===== src/rtl/cps_pkg.sv =====
package cps_pkg;
  localparam int FLD_W = 3;

  // configuration word, MSB first
  typedef struct packed {
    logic             gate;
    logic [FLD_W-1:0] dn_grp;
    logic [FLD_W-1:0] dn_div;
    logic [FLD_W-1:0] up_grp;
    logic [FLD_W-1:0] up_div;
  } cps_cfg_t;

  localparam int CFG_W = $bits(cps_cfg_t);
endpackage


===== src/rtl/cps_step_timer.sv =====
module cps_step_timer #(
  parameter int FLD_W = 3,
  localparam int CW = (1 << FLD_W) - 1
) (
  input  logic             clk,
  input  logic             rst,
  input  logic             run,
  input  logic             clear,
  input  logic [FLD_W-1:0] div_log,
  output logic             tick
);
  logic [CW-1:0] cnt;
  logic [CW:0]   limit_w;
  logic [CW-1:0] limit;

  always_comb begin
    limit_w = ((CW+1)'(1) << div_log) - (CW+1)'(1);
    limit   = limit_w[CW-1:0];
    tick    = run && (cnt == limit);
  end

  always_ff @(posedge clk) begin
    if (rst || clear || !run || tick) cnt <= '0;
    else                              cnt <= cnt + CW'(1);
  end

  AST_CNT_IN_PERIOD: assert property (@(posedge clk) disable iff (rst)
    $past(clear) |-> cnt == '0);
endmodule


===== src/rtl/cps_position.sv =====
module cps_position #(
  parameter int NUM_COLS = 128,
  parameter int FLD_W = 3,
  localparam int PW = $clog2(NUM_COLS + 1)
) (
  input  logic             clk,
  input  logic             rst,
  input  logic             up,
  input  logic             tick,
  input  logic [FLD_W-1:0] grp_log,
  output logic [PW-1:0]    pos,
  output logic [PW-1:0]    pos_nxt,
  output logic             at_goal
);
  localparam logic [PW:0] FULL = (PW+1)'(NUM_COLS);

  logic [PW:0]   grp, sum, dif;
  logic [PW-1:0] pos_up, pos_dn;

  always_comb begin
    grp     = (PW+1)'(1) << grp_log;
    sum     = {1'b0, pos} + grp;
    dif     = {1'b0, pos} - grp;
    pos_up  = (sum >= FULL) ? FULL[PW-1:0] : sum[PW-1:0];
    pos_dn  = ({1'b0, pos} <= grp) ? '0 : dif[PW-1:0];
    at_goal = up ? (pos == FULL[PW-1:0]) : (pos == '0);
    pos_nxt = (tick && !at_goal) ? (up ? pos_up : pos_dn) : pos;
  end

  always_ff @(posedge clk) begin
    if (rst) pos <= '0;
    else     pos <= pos_nxt;
  end

  AST_POS_RANGE: assert property (@(posedge clk) disable iff (rst)
    {1'b0, pos} <= FULL);
  AST_UP_MONOTONE: assert property (@(posedge clk) disable iff (rst)
    $past(up) |-> pos >= $past(pos));
  AST_DN_MONOTONE: assert property (@(posedge clk) disable iff (rst)
    !$past(up) |-> pos <= $past(pos));
endmodule


===== src/rtl/cps_col_decode.sv =====
module cps_col_decode #(
  parameter int NUM_COLS = 128,
  localparam int PW = $clog2(NUM_COLS + 1)
) (
  input  logic                clk,
  input  logic                rst,
  input  logic [PW-1:0]       pos_nxt,
  output logic [NUM_COLS-1:0] col_sel
);
  for (genvar i = 0; i < NUM_COLS; i++) begin : g_col
    always_ff @(posedge clk) begin
      if (rst) col_sel[i] <= 1'b0;
      else     col_sel[i] <= (pos_nxt > PW'(i));
    end
  end
endmodule


===== src/rtl/col_pulse_seq.sv =====
module col_pulse_seq
  import cps_pkg::*;
#(
  parameter int          NUM_COLS = 128,
  parameter logic [15:0] DONE_TAG = 16'h3F3F,
  localparam int PW = $clog2(NUM_COLS + 1)
) (
  input  logic                clk,
  input  logic                rst,
  input  logic [CFG_W-1:0]    cfg_word,
  input  logic                pwr_en,
  output logic [NUM_COLS-1:0] col_sel,
  output logic                mclk_en,
  output logic                on_done,
  output logic [15:0]         done_tag
);
  cps_cfg_t         cfg;
  logic             en_q;
  logic [FLD_W-1:0] sel_div, sel_grp;
  logic             tick, at_goal;
  logic [PW-1:0]    pos, pos_nxt;

  assign cfg = cps_cfg_t'(cfg_word);

  always_comb begin
    sel_div = en_q ? cfg.up_div : cfg.dn_div;
    sel_grp = en_q ? cfg.up_grp : cfg.dn_grp;
  end

  cps_step_timer #(.FLD_W(FLD_W)) u_timer (
    .clk(clk), .rst(rst), .run(!at_goal), .clear(pwr_en ^ en_q),
    .div_log(sel_div), .tick(tick));

  cps_position #(.NUM_COLS(NUM_COLS), .FLD_W(FLD_W)) u_pos (
    .clk(clk), .rst(rst), .up(en_q), .tick(tick), .grp_log(sel_grp),
    .pos(pos), .pos_nxt(pos_nxt), .at_goal(at_goal));

  cps_col_decode #(.NUM_COLS(NUM_COLS)) u_dec (
    .clk(clk), .rst(rst), .pos_nxt(pos_nxt), .col_sel(col_sel));

  always_ff @(posedge clk) begin
    if (rst) begin
      en_q     <= 1'b0;
      mclk_en  <= 1'b1;
      on_done  <= 1'b0;
      done_tag <= '0;
    end else begin
      en_q    <= pwr_en;
      mclk_en <= !(cfg.gate && !pwr_en && !en_q && pos == '0);
      on_done <= en_q && (pos != PW'(NUM_COLS)) && (pos_nxt == PW'(NUM_COLS));
      done_tag <= (en_q && (pos != PW'(NUM_COLS)) && (pos_nxt == PW'(NUM_COLS)))
                  ? DONE_TAG : '0;
    end
  end

  AST_THERMO: assert property (@(posedge clk) disable iff (rst)
    (col_sel & (col_sel + NUM_COLS'(1))) == '0);
  AST_DONE_FULL: assert property (@(posedge clk) disable iff (rst)
    on_done |-> &col_sel);
  AST_DONE_PULSE: assert property (@(posedge clk) disable iff (rst)
    on_done |=> !on_done);
  AST_GATE_ONLY_EMPTY: assert property (@(posedge clk) disable iff (rst)
    !mclk_en |-> col_sel == '0);
  AST_NO_GATE_CFG: assert property (@(posedge clk) disable iff (rst)
    !$past(cfg.gate) |-> mclk_en);
  AST_CLK_BACK: assert property (@(posedge clk) disable iff (rst)
    $past(pwr_en) |-> mclk_en);
endmodule


===== config.mk =====
export PLATFORM = sky130hd
export DESIGN_NAME = col_pulse_seq
export DESIGN_NICKNAME = d
export VERILOG_FILES = /design/src/rtl/cps_pkg.sv /design/src/rtl/cps_step_timer.sv /design/src/rtl/cps_position.sv /design/src/rtl/cps_col_decode.sv /design/src/rtl/col_pulse_seq.sv
export SDC_FILE = /design/constraint.sdc
export NUM_CORES = 1
export LEC_CHECK = 0
export BUFFER_PORTS_ARGS = -buffer_cell sky130_fd_sc_hd__buf_2
export CAP_MARGIN = 40
export CORE_UTILIZATION = 45
export DETAILED_ROUTE_END_ITERATION = 12
export PLACE_DENSITY = 0.67
export SLEW_MARGIN = 10
export SYNTH_ARGS = -nofsm -noshare
export SYNTH_HDL_FRONTEND = slang
export SYNTH_SLANG_ARGS = --single-unit

===== constraint.sdc =====
create_clock -name clk -period 5.3 [get_ports clk]
set_clock_uncertainty 0.05 [all_clocks]
set_input_delay 0 -clock clk [delete_from_list [all_inputs] [get_ports clk]]
set_output_delay 0 -clock clk [all_outputs]
set_load 0.1 [all_outputs]

==> results.cfg <==
[outcome]
outcome = finished, final reports clean

[setup_path]
crit_path_end_kind = flip-flop
reg2reg_depth = 11
path_class = reg2reg
slowest_delay_ns = 0.70
r2r-start = en_q
worstPathRequired_ns = 5.51
timing.rr.end = u_dec.col_sel[10]
cp_num_buf_inv = 0
cp-start-kind = flip-flop
path_max_fanout = 15
cp_slowest_cell = a21oi_2
crit_arrival_ns = 5.09
cpLargestDelayFamily = simple AND/OR/NAND/NOR gates
path_cells = mux2_2 -> or3_1 -> ha_1 -> xnor2_1 -> or4_1 -> a311oi_2 -> a21oi_1 -> a21oi_2 -> nand2_1 -> nor3_1 -> a21boi_0
rrSetupSlack_ns = 0.43

[timing]
relSlewSlack_pct = 39.2
setup_viol = 0
period_minus_slack_ns = 4.87
timing_hold_violations_final = 0
slew_violations = 0
rsz0062_at_grt = false
fmax_mhz = 205
tightest_slew_ns = 0.912
fin_crit_sh_pct = 92.0
setup_tns_ns = 0

[die]
rows = 42
dieArea_um2 = 14400
die_h_um = 120
ios = 162
die-width_um = 120
floorplan.initialDensity_pct = 46.7
core_um2 = 13400

[global_routing]
antenna_found_initial = 0
grt_max_degree = 67
grt_pass1_vias = 5526
grt_pass1_wl_um = 30300
track_usage_pct = 27.6
grt-ovfl-total = 0

[detailed_routing]
wl_met2_um = 8660
drc_errors = 0
drt-total-wl_um = 19400
m1WireLength_um = 8620
vias = 5794
wl_met3_um = 1730
wl_per_cell_um = 19.0
first_iter_violations = 597
ant_nets = 0
vias_per_cell = 5.69
drt_pass1_iterations = 6
highest_layer = met4

[finish]
antenna-diode-count = 0
final_common_cell = buf_2
area_growth_syn_to_layout_pct = 24.3
postLayoutCoreUtil_pct = 58.1
layout_common_cells = buf_2, dfxtp_1, a21oi_1, nand2_1, nor2_1
final_nets = 866
drive_gt1_share_pct = 28.9
fillers = 1231

[min_path]
hp-start = rst
holdPathEnd = u_pos.pos[0]
hold_path_depth = 3
hold_path.class = in2reg

[place]
dp.final_hpwl_um = 14100
numPortBuffers = 157
gp_congestion = 0.895

[yosys]
yosysUniqueCellTypes = 79
synth_area_per_cell_um2 = 9.18
ys_ff_latch = 146
synthCells = 682
synthArstFlopShare_pct = 0
ys_warn_count = 0
synth-main-ff-cell = dfxtp_1
ys_seq_area_share_pct = 46.7
syn_area_um2 = 6260
synth_edf_count = 0

[clock_tree]
root_buffer = clkbuf_16
cts_num_sinks = 146
cts_made_buffers = 17
h-tree-depth = 4
cts_tree = done
cts_max_path_buffers = 2
path_clk_slew_ns = 0.06
postCtsSetupBuffers = 0
clkLatencyLatePin_ns = 0.42
cts_resized = 0

[pwr]
power.density_nw_per_um2 = 322
power_leakage_nw = 3.64
peakVddDrop_uv = 208

[flow_run]
cap_violations = 0
power breakdown:
group | leakage, nW | switching (mW) | internal, mW
clock | 0.304 | 0.482 | 0.776
sequential | 1.18 | 0.00165 | 1.10
combinational | 2.16 | 0.100 | 0.0442
routing by layer:
layer	track usage, %	up-vias
met5	1.47	-
li1	-	2692
met4	10.9	0
met3	5.37	35
met1	38.1	2745
met2	41.9	322
timing repair:
item,CTS,global route
endpoints found under the setup margin,0,0
hold buffers,3,0
hold endpoints to repair,2,0
synth_stat cells (all sizes together), types with 6 or more instances:
master | number | share of area [%]
a211oi | 6 | 0.80
a21boi | 12 | 1.5
a21oi | 81 | 6.6
a221oi | 9 | 1.3
a31oi | 8 | 0.80
and3 | 7 | 0.70
buf | 37 | 3.8
clkbuf | 17 | 1.0
dfxtp | 146 | 47
ha | 18 | 3.6
inv | 35 | 2.1
mux2 | 8 | 1.4
mux2i | 7 | 1.2
nand2 | 59 | 3.6
nand3 | 21 | 1.7
nand4 | 6 | 0.60
nor2 | 48 | 3.2
nor2b | 6 | 0.60
nor3 | 19 | 1.9
nor4 | 8 | 1.2
o21ai | 21 | 1.7
o22ai | 6 | 0.60
o31ai | 7 | 0.84
xnor2 | 11 | 1.5
xor2 | 8 | 1.1
state kept, by name, indices dropped and copies added, names as in the netlist:
register	cells
u_pos.pos	8
u_timer.cnt	7
u_dec.col_sel	128
en_q	1
mclk_en	1
done_tag	1
worst max path at each step:
stage	slack, ns	to	start	depth (start not counted)
6_report	0.43	u_dec.col_sel[10]	en_q	11
3_5_place_dp	0.52	u_dec.col_sel[118]	en_q	11
4_1_cts	0.51	u_dec.col_sel[74]	en_q	12
5_1_grt	0.16	u_dec.col_sel[74]	en_q	12
2_1_floorplan	1.11	u_dec.col_sel[50]	en_q	13
3_3_place_gp	0.61	u_dec.col_sel[42]	en_q	11
logic make-up after synthesis:
| logic type | synth area share (%) |
|---|---|
| xor+xnor | 2.66 |
| flops | 46.7 |
| mux | 2.68 |
| simple gates | 16.1 |
| buf+inv | 6.93 |
| fa+ha+maj | 4.24 |
| compound gates | 20.7 |
| other cells | 0.0599 |
metrics by stage:
step / instances / area (um2) / power, mW / hold WS (ns) / setup slack, ns
final: 1019 / 7780 / 2.50 / 0.158 / 0.426
after global routing: 1019 / 7780 / 2.58 / 0.174 / 0.164
after CTS: 1019 / 7780 / 2.51 / 0.146 / 0.507
after detailed placement: 984 / 7130 / 1.27 / 0.189 / 0.519
after global placement: 984 / 7130 / 1.26 / 0.181 / 0.608
after floorplan: 685 / 6270 / 1.24 / 0.0239 / 1.11
layout make-up:
cell class / count / area, um2 / area share, %
well taps: 176 / 220 / 2.83
inverters: 35 / 131 / 1.69
repair buffers: 180 / 966 / 12.4
clock buffers: 20 / 457 / 5.87
multi-input cells: 450 / 2920 / 37.5
flip-flops and latches: 146 / 2920 / 37.6
clock inverters: 12 / 170 / 2.19
worst min-delay path, cell delays in order:
cell and delay, ns:
buf_2 0.09, buf_4 0.32, nor2_1 0.17
Note: power is estimated with default switching activity, not from simulation.
